### src/rtl/hop_pkg.sv
`timescale 1ns/1ps
// Package: shared control register layout for the handshake output port.
// Assumes: bit positions are fixed by the register write interface.
package hop_pkg;
    typedef struct packed {
        logic port_en;    // bit 4: strobe allowed
        logic pulsed;     // bit 3: 1 = pulsed strobe, 0 = interlocked
        logic aux_ie;     // bit 2: strobe interrupt enable
        logic svc_en;     // bit 1: interrupt and DMA request enable
        logic stat_sel;   // bit 0: room status meaning
    } hop_ctrl_t;

    localparam int CTRL_W = $bits(hop_ctrl_t);
endpackage

### src/rtl/hop_ctrl_reg.sv
`timescale 1ns/1ps
// Module: control register of the output port.
// Holds the mode bits written by the processor.
// Assumes: the mode is changed only while no transfer is in flight.
module hop_ctrl_reg
    import hop_pkg::*;
(
    input  logic              clk,
    input  logic              rst_n,
    input  logic              we,
    input  logic [CTRL_W-1:0] wdata,
    output hop_ctrl_t         ctrl_q
);
    // Register the control value on a write; clear on reset.
    always_ff @(posedge clk) begin
        if (!rst_n)
            ctrl_q <= '0;
        else if (we)
            ctrl_q <= hop_ctrl_t'(wdata);
    end
endmodule

### src/rtl/hop_buffer.sv
`timescale 1ns/1ps
// Module: two-stage output buffer (intake latch, then pin latch).
// Data moves forward on the edge after the pin latch is empty.
// No refill happens in the same edge as a consume, so every byte gets
// its own strobe. A write is dropped when both stages are full.
// Assumes: consume is asserted only while the pin latch is full.
module hop_buffer #(
    parameter int DATA_W = 8
) (
    input  logic              clk,
    input  logic              rst_n,
    input  logic              wr_en,
    input  logic [DATA_W-1:0] wr_data,
    input  logic              consume,
    output logic [DATA_W-1:0] pin_data,
    output logic              intake_full,
    output logic              pin_full
);
    localparam int STAGES = 2;

    logic [DATA_W-1:0] stage_data [STAGES];
    logic [STAGES-1:0] stage_full;
    logic              accept;
    logic              advance;

    // Decide write acceptance and forward movement from the current fill.
    always_comb begin
        accept  = wr_en && !(&stage_full);
        advance = stage_full[0] && !stage_full[1];
    end

    // Intake stage: load on accepted write, empty when its byte advances.
    always_ff @(posedge clk) begin
        if (!rst_n) begin
            stage_data[0] <= '0;
            stage_full[0] <= 1'b0;
        end else if (accept) begin
            stage_data[0] <= wr_data;
            stage_full[0] <= 1'b1;
        end else if (advance) begin
            stage_full[0] <= 1'b0;
        end
    end

    // Pin stage: take the intake byte when empty, release on consume.
    always_ff @(posedge clk) begin
        if (!rst_n) begin
            stage_data[1] <= '0;
            stage_full[1] <= 1'b0;
        end else if (advance) begin
            stage_data[1] <= stage_data[0];
            stage_full[1] <= 1'b1;
        end else if (consume) begin
            stage_full[1] <= 1'b0;
        end
    end

    assign pin_data    = stage_data[1];
    assign intake_full = stage_full[0];
    assign pin_full    = stage_full[1];
endmodule

### src/rtl/hop_strobe.sv
`timescale 1ns/1ps
// Module: strobe generator and acknowledge edge detector.
// Interlocked: strobe follows pin latch occupancy, and a rising ack
// consumes the byte. Pulsed: a PULSE_LEN-cycle pulse starts one cycle
// after the byte lands; a rising ack kills it combinationally.
// Assumes: ack_in is already synchronous to clk.
module hop_strobe #(
    parameter int PULSE_LEN = 4
) (
    input  logic clk,
    input  logic rst_n,
    input  logic port_en,
    input  logic pulsed,
    input  logic ack_in,
    input  logic pin_full,
    output logic strobe,
    output logic consume
);
    localparam int CNT_W = $clog2(PULSE_LEN + 1);
    localparam logic [CNT_W-1:0] CNT_LOAD = CNT_W'(PULSE_LEN);
    localparam logic [CNT_W-1:0] CNT_LAST = CNT_W'(1);

    logic             ack_q;
    logic             ack_rise;
    logic [CNT_W-1:0] pulse_cnt;
    logic             pulse_on;

    // Remember the previous acknowledge level for edge detection.
    always_ff @(posedge clk) begin
        if (!rst_n)
            ack_q <= 1'b0;
        else
            ack_q <= ack_in;
    end

    assign ack_rise = ack_in && !ack_q;
    assign pulse_on = (pulse_cnt != '0);

    // Pulse counter: load on waiting data, count down, clear on ack edge.
    always_ff @(posedge clk) begin
        if (!rst_n || !pulsed)
            pulse_cnt <= '0;
        else if (pulse_on) begin
            if (ack_rise || pulse_cnt == CNT_LAST)
                pulse_cnt <= '0;
            else
                pulse_cnt <= pulse_cnt - CNT_W'(1);
        end else if (port_en && pin_full)
            pulse_cnt <= CNT_LOAD;
    end

    // Combine mode, enable and handshake state into strobe and consume.
    always_comb begin
        if (pulsed) begin
            strobe  = port_en && pulse_on && !ack_rise;
            consume = pulse_on && (ack_rise || pulse_cnt == CNT_LAST);
        end else begin
            strobe  = port_en && pin_full;
            consume = port_en && pin_full && ack_rise;
        end
    end
endmodule

### src/rtl/hop_status.sv
`timescale 1ns/1ps
// Module: status bits and service requests.
// Room status reports either "some latch free" or "all latches empty".
// The second status bit is constant 0 for output transfers.
// Assumes: occupancy flags come straight from the buffer registers.
module hop_status (
    input  logic stat_sel,
    input  logic svc_en,
    input  logic aux_ie,
    input  logic intake_full,
    input  logic pin_full,
    output logic stat_room,
    output logic stat_aux,
    output logic irq,
    output logic dma_req
);
    // Derive status and requests from occupancy and control bits.
    always_comb begin
        if (stat_sel)
            stat_room = !intake_full && !pin_full;
        else
            stat_room = !(intake_full && pin_full);
        stat_aux = 1'b0;
        dma_req  = svc_en && stat_room;
        irq      = (svc_en && stat_room) || (aux_ie && stat_aux);
    end
endmodule

### src/rtl/hop_port.sv
`timescale 1ns/1ps
// Module: top of the double-buffered handshake output port.
// Wires the control register, two-stage buffer, strobe generator and
// status logic together.
// Assumes: a single clock domain and a synchronous active-low reset.
module hop_port
    import hop_pkg::*;
#(
    parameter int DATA_W    = 8,
    parameter int PULSE_LEN = 4
) (
    input  logic              clk,
    input  logic              rst_n,
    input  logic              ctrl_we,
    input  logic [CTRL_W-1:0] ctrl_wdata,
    input  logic              data_we,
    input  logic [DATA_W-1:0] data_wdata,
    input  logic              ack_in,
    output logic [DATA_W-1:0] pin_data,
    output logic              strobe_out,
    output logic              stat_room,
    output logic              stat_aux,
    output logic              irq,
    output logic              dma_req
);
    hop_ctrl_t ctrl_q;
    logic      intake_full;
    logic      pin_full;
    logic      consume;

    hop_ctrl_reg u_ctrl (
        .clk    (clk),
        .rst_n  (rst_n),
        .we     (ctrl_we),
        .wdata  (ctrl_wdata),
        .ctrl_q (ctrl_q)
    );

    hop_buffer #(.DATA_W(DATA_W)) u_buf (
        .clk         (clk),
        .rst_n       (rst_n),
        .wr_en       (data_we),
        .wr_data     (data_wdata),
        .consume     (consume),
        .pin_data    (pin_data),
        .intake_full (intake_full),
        .pin_full    (pin_full)
    );

    hop_strobe #(.PULSE_LEN(PULSE_LEN)) u_stb (
        .clk      (clk),
        .rst_n    (rst_n),
        .port_en  (ctrl_q.port_en),
        .pulsed   (ctrl_q.pulsed),
        .ack_in   (ack_in),
        .pin_full (pin_full),
        .strobe   (strobe_out),
        .consume  (consume)
    );

    hop_status u_stat (
        .stat_sel    (ctrl_q.stat_sel),
        .svc_en      (ctrl_q.svc_en),
        .aux_ie      (ctrl_q.aux_ie),
        .intake_full (intake_full),
        .pin_full    (pin_full),
        .stat_room   (stat_room),
        .stat_aux    (stat_aux),
        .irq         (irq),
        .dma_req     (dma_req)
    );
endmodule

### config.mk
export PLATFORM = sky130hd
export DESIGN_NAME = hop_port
export DESIGN_NICKNAME = d
export VERILOG_FILES = /design/src/rtl/hop_pkg.sv /design/src/rtl/hop_ctrl_reg.sv /design/src/rtl/hop_buffer.sv /design/src/rtl/hop_strobe.sv /design/src/rtl/hop_status.sv /design/src/rtl/hop_port.sv
export SDC_FILE = /design/constraint.sdc
export NUM_CORES = 1
export LEC_CHECK = 0
export ABC_CLOCK_PERIOD_IN_PS = 1750
export CAP_MARGIN = 10
export CORE_MARGIN = 4
export CORE_UTILIZATION = 30
export CTS_BUF_LIST = sky130_fd_sc_hd__clkbuf_2 sky130_fd_sc_hd__clkbuf_4 sky130_fd_sc_hd__clkbuf_8
export DETAILED_ROUTE_END_ITERATION = 8
export DONT_BUFFER_PORTS = 1
export PLACE_DENSITY = 0.5
export SLEW_MARGIN = 20
export SYNTH_ARGS = -nofsm -noshare
export SYNTH_HDL_FRONTEND = slang
export SYNTH_SLANG_ARGS = --single-unit
### constraint.sdc
create_clock -name clk -period 1.75 [get_ports clk]
set_input_delay 0.175 -clock clk [delete_from_list [all_inputs] [get_ports clk]]
set_output_delay 0.175 -clock clk [all_outputs]
set_load 0.03 [all_outputs]
==> run metrics, run 1 <==
PortBufs 0; R2R setup slack a little under 500 ps; sequential share of power 56.0%; largest net degree at the start of global routing 16; wire length per cell 12.64 um; Die Y between 70 and 80 um; # DRC 0; reg-to-reg startpoint u_stb.pulse_cnt[0]$_SDFFE_PP0P_; clk slew on worst S/H paths 90 ps; P_int 0.001037 W; n_diodes 0; hold_sp rst_n; CTS Buffer Depth 2; critical-path cell list inv_1, ha_1, nand2b_1, nand3_1, a21boi_1, buf_4; CTS sink cnt 26; via count 669; Hold Path Class input pin to flop; clock latency at the later pin of the worst-skew pair 270 ps; WL met2 832 um; Critical Path Start u_stb.pulse_cnt[0]$_SDFFE_PP0P_; EDFF count, synth 16; crit-path max FO 4; LEAKAGE between 0.5 and 0.6 nW; max incr delay on CP between 300 and 400 ps; period utilisation layout between 90 and 100%; Area Growth Syn to Fin 12.93%; Clock power frac a little under two fifths; CTS root buffer clkbuf_8; initial antenna violation count 0; CP Class flop to primary output; Initial DRC Count 14; fmax 620.1 MHz; share of post-route cells with drive strength above 1 between 10% and 20%; sw frac a little over a fifth; row count 22; M1 wire length between 800 and 900 um; Worst path slowest cell dfxtp_2; commonest cells in the netlist 18 x and2_1, 16 x edfxtp_1, 10 x dfxtp_1; post-synthesis sequential area ratio 58.12%; max-cap viol count 0; CTS buffer count 3; Yosys top cell by area edfxtp_1; Gate power share under 10%; RSZ-0062 raised after global routing false; hold path endpoint u_ctrl.ctrl_q[3]$_SDFFE_PN0P_; Post-DRT Antenna Nets 0; Synth cell types 31; vias in the first global route 640; design area 1323 um^2; Setup Viol. Count Final 0; Initial Utilization a little under a third; top-count cell post-synth and2_1; Placer Congestion 0.7169; non-filler cells, final 150; status complete, no violations; Worst setup EP type primary output; hold_buf cts 0; pre-CTS setup slack 354.4 ps; worst path arrival time 1440 ps; Max Used Layer met4; H-tree levels 1; post-synth top area share 41.03%; post-synthesis async set-or-reset flop share 0%; Slew Viols, Final 0; nets@finish 124; Yosys reg bits 26; syn_area_per_cell 11.95 um^2; Syn Std Cell Area 1171 um^2; setup ws final 137.4 ps; Vias per Instance 4.460; clk_skew 4.348 ps; ys flop type edfxtp_1; endpoints failing hold 0; Cell Area, Placed 1250 um^2; met3 wire len approximately 140 um; 1st-pass router iterations 4; CTS tree done; Final Critical Period 1613 ps; die footprint 4967 um^2; placed cell count 146; DIE WIDTH between 70 and 80 um; P_sw 0.0002786 W; CORE AREA 3716 um^2; dpl hpwl 1.449 mm; syn nets about 120; setup total negative slack 0 ps; hold path depth 1; worst r2r path cells 5; synth top area cells edfxtp_1 41%, dfxtp_1 17%, and2_1 9.6%; I/O pins 31; Warnings, synthesis 0; Peak VDD IR 0.3208 mV; Req. time, crit path ~1600 ps; GRT overflow 0; first-pass GRT wire length 3.098 mm; wirelength, routed between 1.5 and 2 mm; total track usage 7.989%; Post-Synthesis Cells slightly below 100; pwr dens 994.7 nW/um^2; RR Endpoint u_stb.pulse_cnt[2]$_SDFFE_PP0P_; critical path startpoint category flop
## final cells by class
class | instances | area (um^2)
clock buffer | 3 | 41.29
sequential | 26 | 681.9
multi-input combinational | 64 | 451.7
clock inverter | 1 | 30.03
fill | 370 | 2394
timing repair buffer | 4 | 42.54
inverter | 4 | 15.01
tap | 48 | 60.06
## registers in the layout, indices dropped and copies added, names as in the netlist
register           cells
u_buf.pin_full         1
u_ctrl.ctrl_q          4
u_buf.intake_full      1
u_stb.pulse_cnt        3
u_buf.stage_data      16
u_stb.ack_q            1
## critical path, delay by kind of cell (launching register included)
family,cells,cell delay (ps)
compound gates,1,150
fa+ha+maj,1,240
buf+inv,2,240
flops,1,350
simple gates,2,180
## cells by family (layout without fill, tap and decap cells)
group	Yosys count	after routing	synth area share, %
simple gates	43	43	24.15
buf+inv	8	12	3.310
mux	4	4	3.419
other cells	1	1	0.3202
compound gates	13	13	7.479
flops	26	26	58.12
fa+ha+maj	3	3	3.205
## how the worst max path moves through the flow
stage	end	slack [ps]	depth (start not counted)
5_1_grt	strobe_out	30	6
4_1_cts	strobe_out	40	6
3_5_place_dp	strobe_out	350	6
6_report	strobe_out	140	6
3_3_place_gp	strobe_out	410	6
2_1_floorplan	irq	50	4
## routing by layer
layer  up-vias  global-route usage, %
met5         -                      0
met4         0                  5.106
met3         4                  2.590
met2        19                  11.43
met1       302                  10.22
li1        344                      -
## power by group through the flow
stage / sequential, W / combinational, W / clock [W]
after floorplan: 0.000744 / 0.0000729 / 0
after global placement: 0.000750 / 0.0000845 / 0
after detailed placement: 0.000752 / 0.0000864 / 0
after CTS: 0.000737 / 0.0000868 / 0.000510
after global routing: 0.000742 / 0.0000955 / 0.000524
final: 0.000736 / 0.0000854 / 0.000494
## cell usage in the layout, fill, tap and decap left out, drive strengths merged
cell type and instances:
nor3b 1, and2 18, nand2b 3, nor2b 7, a21boi 1, dfxtp 10
and3 2, nand2 5, conb 1, o21bai 1, nand3 4, o211ai 1
inv 4, mux2i 4, a21o 1, a41o 1, edfxtp 16, a21oi 4
a311o 1, bufinv 1, clkbuf 3, and2b 1, ha 3, o21ai 3
buf 4, nand3b 2
## timing repair
action	4_1_cts	5_1_grt
gates resized for setup	0	2
setup endpoints to repair	0	1
buffers inserted	0	0
## through the flow
| stage | utilization (%) | total power [W] | hold WS, ps |
|---|---|---|---|
| 3_3_place_gp | 33.64 | 0.0008349 | 305.5 |
| 5_1_grt | 35.59 | 0.001361 | 45.56 |
| 4_1_cts | 35.56 | 0.001334 | 23.70 |
| 6_report | 35.59 | 0.001315 | 35.81 |
| 2_1_floorplan | - | 0.0008174 | 302.3 |
| 3_5_place_dp | 33.64 | 0.0008379 | 307.2 |
Note: power is estimated with default switching activity, not from simulation.
==> run 2, diff against run 1 <==
GPL_TIMING_DRIVEN = 0   (was not set)
RECOVER_POWER = 50   (was not set)
SYNTH_HIERARCHICAL = 1   (was not set)
==> run 2 against run 1 <==
Die area up 5.6%. Power is 0.35% lower. Critical path depth is 3 lower. First-iteration DRC count decreased by 21%. Final cell count rose by 2.7%. Clock power shrank 1%. Highest routed layer is now met3.
==> run metrics, run 2 <==
status complete, no violations; wirelength, routed slightly above 2 mm; most common cell after layout, fill and taps aside edfxtp_1; Slew Viols, Final 0; Reg area around 700 um^2; Initial Utilization 31.12%; row count 23; sequential share of power 55.8%; # DRC 0; nets@finish 126; Req. time, crit path ~1700 ps; RSZ-0062 raised after global routing false; P_int 0.001034 W; number of fill cells 403; Vias per Instance between 4 and 5; largest net degree at the start of global routing 16; fmax slightly above 600 MHz; CTS sink cnt 26; vias in the first global route 730; P_sw 0.0002766 W; dpl hpwl 1.577 mm; sw frac a little over a fifth; share of post-route cells with drive strength above 1 21.15%; Clock power frac 37.3%; Die Y slightly above 70 um; n_diodes 0; Worst setup EP type flop; Warnings, synthesis 6; clk slew on worst S/H paths around 90 ps; CP Class flop to flop; endpoints failing hold 0; wire length per cell approximately 13 um; Initial DRC Count 11; PortBufs 0; Top reg by flops u_buf/stage_data; CTS root buffer clkbuf_8; Hold Path Class input pin to flop; Setup Viol. Count Final 0; CTS Buffer Depth 2; die footprint 5245 um^2; LEAKAGE 0.5091 nW; gr busiest metal met2; met1 usage under 10%; crit-path max FO 10; Gate power share 6.9%; via count 729; H-tree levels 1; first-pass GRT wire length 3.215 mm; most frequent cells in the layout 16 x edfxtp_1, 9 x dfxtp_1, 7 x and2_1, 7 x nor3b_1; grt met3 use 4.017%; met2 Track Usage GR 14.76%; max-cap viol count 0; period utilisation layout 92.53%; Syn Std Cell Area 1245 um^2; 1st-pass router iterations 4; biggest regs u_buf/stage_data x16, u_ctrl/ctrl_q x4, u_stb/pulse_cnt x3; clock latency at the later pin of the worst-skew pair 270 ps; Core Util, Final 34.13%; Power Total 0.001311 W; syn_area_per_cell 12.45 um^2; DIE WIDTH 72.42 um; max FFs per register 16; Worst slew margin 53.07%; design area about 1400 um^2; clk_skew 5.334 ps; pwr dens just under 1000 nW/um^2; worst slew pin tran 699.2 ps; initial antenna violation count 0; hold_buf cts 0; CTS buffer count 3; Post-DRT Antenna Nets 0; CTS tree done; Area Growth Syn to Fin 9.648%; Final Critical Period 1619 ps; Placer Congestion between 0.7 and 0.8; syn nets 121; GRT overflow 0; CORE AREA 4000 um^2; critical path startpoint category flop; Post-Synthesis Cells 100; Peak VDD IR 0.6364 mV; total track usage 7.852%; multi-input logic area 493.0 um^2; worst path arrival time between 1500 and 2000 ps; Cell Area, Placed around 1300 um^2; I/O pins 31
run 2: critical path: stages (launching register included):
cell and delay [ps]:
dfxtp_1 390, and2_4 170, buf_6 130, o21ai_1 560
run 2: what timing repair did:
action,4_1_cts,5_1_grt
buffers inserted,0,0
endpoints found under the setup margin,9,10
pin swaps,1,1
resized for setup,4,5
run 2: per-stage QoR:
| stage | hold slack (ps) | setup TNS [ps] | cells | worst slack [ps] |
|---|---|---|---|---|
| 6_report | 25.72 | 0 | 154 | 130.7 |
| 3_5_place_dp | 299.8 | -1689 | 150 | -211.5 |
| 3_3_place_gp | 298.7 | -772.6 | 150 | -96.78 |
| 4_1_cts | 16.78 | 0 | 154 | 0.3328 |
| 5_1_grt | 7.171 | 0 | 154 | 43.62 |
| 2_1_floorplan | 292.5 | 0 | 100 | 107.5 |
run 2: routing by layer:
| metal | vias up | share of wire, % |
|---|---|---|
| met3 | 0 | 6.0 |
| met5 | - | 0 |
| met4 | 0 | 0 |
| li1 | 357 | - |
| met1 | 346 | 41 |
| met2 | 26 | 53 |
run 2: final timing paths:
kind	cells after the start	end	slack (ps)	from
min	1	u_buf/intake_full$_SDFFE_PN0P_	30	rst_n
max reg2reg	3	u_buf/stage_data[0][0]$_SDFFCE_PN0P_	130	u_buf/pin_full$_SDFFE_PN0P_
max	3	u_buf/stage_data[0][0]$_SDFFCE_PN0P_	130	u_buf/pin_full$_SDFFE_PN0P_
min reg2reg	2	u_stb/pulse_cnt[1]$_SDFFE_PP0P_	470	u_stb/pulse_cnt[1]$_SDFFE_PP0P_
run 2: power by group through the flow:
stage / Combinational (W) / Sequential [W] / Clock, W
final: 0.0000903 / 0.000731 / 0.000489
after CTS: 0.0000936 / 0.000733 / 0.000509
after floorplan: 0.0000818 / 0.000740 / 0
after detailed placement: 0.0000928 / 0.000747 / 0
after global routing: 0.0000990 / 0.000736 / 0.000539
after global placement: 0.0000908 / 0.000745 / 0
run 2: layout make-up:
class                      instances  share of cell area (%)
clock inverter                     1                   2.200
multi-input combinational         65                   36.11
buffer                             4                   2.750
inverter                           5                   1.375
tap                               50                   4.583
sequential                        26                   49.95
clock buffer                       3                   3.025
==> run 3, diff against run 2 <==
RECOVER_POWER = 100   (was 50)
==> run 3 against run 2 <==
Worst setup slack got worse by 11 ps. Combinational power is essentially flat. Die area unchanged. Sequential share of layout area barely moved. Utilization is essentially flat. Power barely moved. Fmax fell by 0.68%. Final cell count unchanged. Worst hold slack gained 1.2 ps. Non-clock buffer count stayed put. Sequential power about the same. Largest cell class unchanged. Largest power group unchanged.
==> run metrics, run 3 (synthesized netlist as in run 2, its figures left out) <==
I/O pins 31; LEAKAGE 0.5040 nW; Hold Path Class input pin to flop; critical path startpoint category flop; Initial DRC Count 11; Vias per Instance 4.747; clk slew on worst S/H paths 90 ps; CP Buf/Inv Count 1; total track usage 7.852%; CTS tree done; Area Growth Syn to Fin 9.548%; row count 23; Top reg by flops u_buf/stage_data; H-tree levels 1; Worst path slowest cell dfxtp_1; wirelength, routed 2.040 mm; Setup Viol. Count Final 0; RSZ-0062 raised after global routing false; critical-path cell list inv_1, ha_2, nor2b_4, nor3b_2, o21a_2; CP delay by family, top flip-flops; 1st-pass router iterations 4; worst slew pin tran around 700 ps; number of fill cells 404; wire length per cell 13.25 um; Die Y just over 70 um; status complete, no violations; crit-path max FO 4; clock latency at the later pin of the worst-skew pair approximately 270 ps; Peak VDD IR 0.6355 mV; grt met3 use 4.017%; CTS buffer count 3; n_diodes 0; fmax between 600 and 700 MHz; max incr delay on CP ~370 ps; endpoints failing hold 0; Post-DRT Antenna Nets 0; first-pass GRT wire length 3.215 mm; CTS sink cnt 26; Worst setup EP type primary output; pwr dens 960.7 nW/um^2; worst path arrival time 1460 ps; biggest regs u_buf/stage_data x16, u_ctrl/ctrl_q x4, u_stb/pulse_cnt x3; met2 Track Usage GR between 10 and 15%; Initial Utilization 31.12%; GRT overflow 0; period utilisation layout 93.16%; CTS root buffer clkbuf_8; nets@finish about 130; setup total negative slack 0 ps; Placer Congestion 0.7100; largest net degree at the start of global routing 16; max-cap viol count 0; via count 731; most common cell after layout, fill and taps aside edfxtp_1; hold_buf cts 0; most frequent cells in the layout 16 x edfxtp_1, 10 x dfxtp_1, 7 x nor3b_1; Core Util, Final 34.09%; DIE WIDTH 72.42 um; initial antenna violation count 0; vias in the first global route 730; CP Class flop to primary output; share of post-route cells with drive strength above 1 20.19%; Slew Viols, Final 0; max FFs per register 16; die footprint 5245 um^2; CORE AREA 4000 um^2; PortBufs 0; met1 usage about 8.1%; gr busiest metal met2; CTS Buffer Depth 2; Final Critical Period 1630 ps; clk_skew 5.088 ps; dpl hpwl 1.577 mm; Worst slew margin 53.07%; Req. time, crit path 1570 ps; # DRC 0
-- run 3: changes by cell type in the layout (fill, tap and decap cells not counted) --
cell / delta
and2_0: +3
dfxtp_2: -1
and2_1: -3
or2_1: -1
dfxtp_1: +1
or2_0: +1
-- run 3: what timing repair did --
action | in CTS | in global routing
endpoints found under the setup margin | 9 | 10
pin swaps | 1 | 1
endpoints found under the hold margin | 0 | 0
resized for setup | 4 | 5
setup buffers | 0 | 0
-- run 3: final cells by class --
cell class,count,area (um^2),area share [%]
Buffer,4,37.54,2.752
Clock buffer,3,41.29,3.028
Clock inverter,1,30.03,2.202
Inverter,5,18.77,1.376
Multi-Input combinational cell,65,493.0,36.15
Sequential cell,26,680.7,49.91
Tap cell,50,62.56,4.587
-- run 3: where the power goes --
group	internal, W	switching (W)
logic	0.0000395	0.0000505
clock network	0.000306	0.000183
registers	0.000689	0.0000425
total	0.00103	0.000276
-- run 3: final timing paths --
kind	slack, ps	depth (start not counted)	from	to
max	120	5	u_stb/pulse_cnt[0]$_SDFFE_PP0P_	strobe_out
min	30	1	rst_n	u_buf/intake_full$_SDFFE_PN0P_
max reg2reg	130	3	u_buf/pin_full$_SDFFE_PN0P_	u_buf/stage_data[0][0]$_SDFFCE_PN0P_
min reg2reg	470	2	u_stb/pulse_cnt[1]$_SDFFE_PP0P_	u_stb/pulse_cnt[1]$_SDFFE_PP0P_
-- run 3: worst reg2reg max path: stages (launching register included) --
cell and delay [ps]:
dfxtp_1 400, and2_4 170, buf_6 130, o21ai_1 560
-- run 3: layer usage --
layer | vias to the layer above | part of all wire [%]
met4 | 0 | 0
met3 | 0 | 6.0
met2 | 26 | 53
met1 | 348 | 41
li1 | 357 | -
met5 | - | 0
-- run 3: through the flow --
stage / instances / hold WS [ps] / area (um^2) / worst slack (ps) / power (W)
global route: 154 / 7.171 / 1364 / 17.20 / 0.001374
CTS: 154 / 16.78 / 1384 / 0.3328 / 0.001335
floorplan: 100 / 292.5 / 1245 / 107.5 / 0.0008220
detailed placement: 150 / 299.8 / 1308 / -211.5 / 0.0008395
finish: 154 / 26.93 / 1364 / 119.7 / 0.001310
global placement: 150 / 298.7 / 1308 / -96.78 / 0.0008355
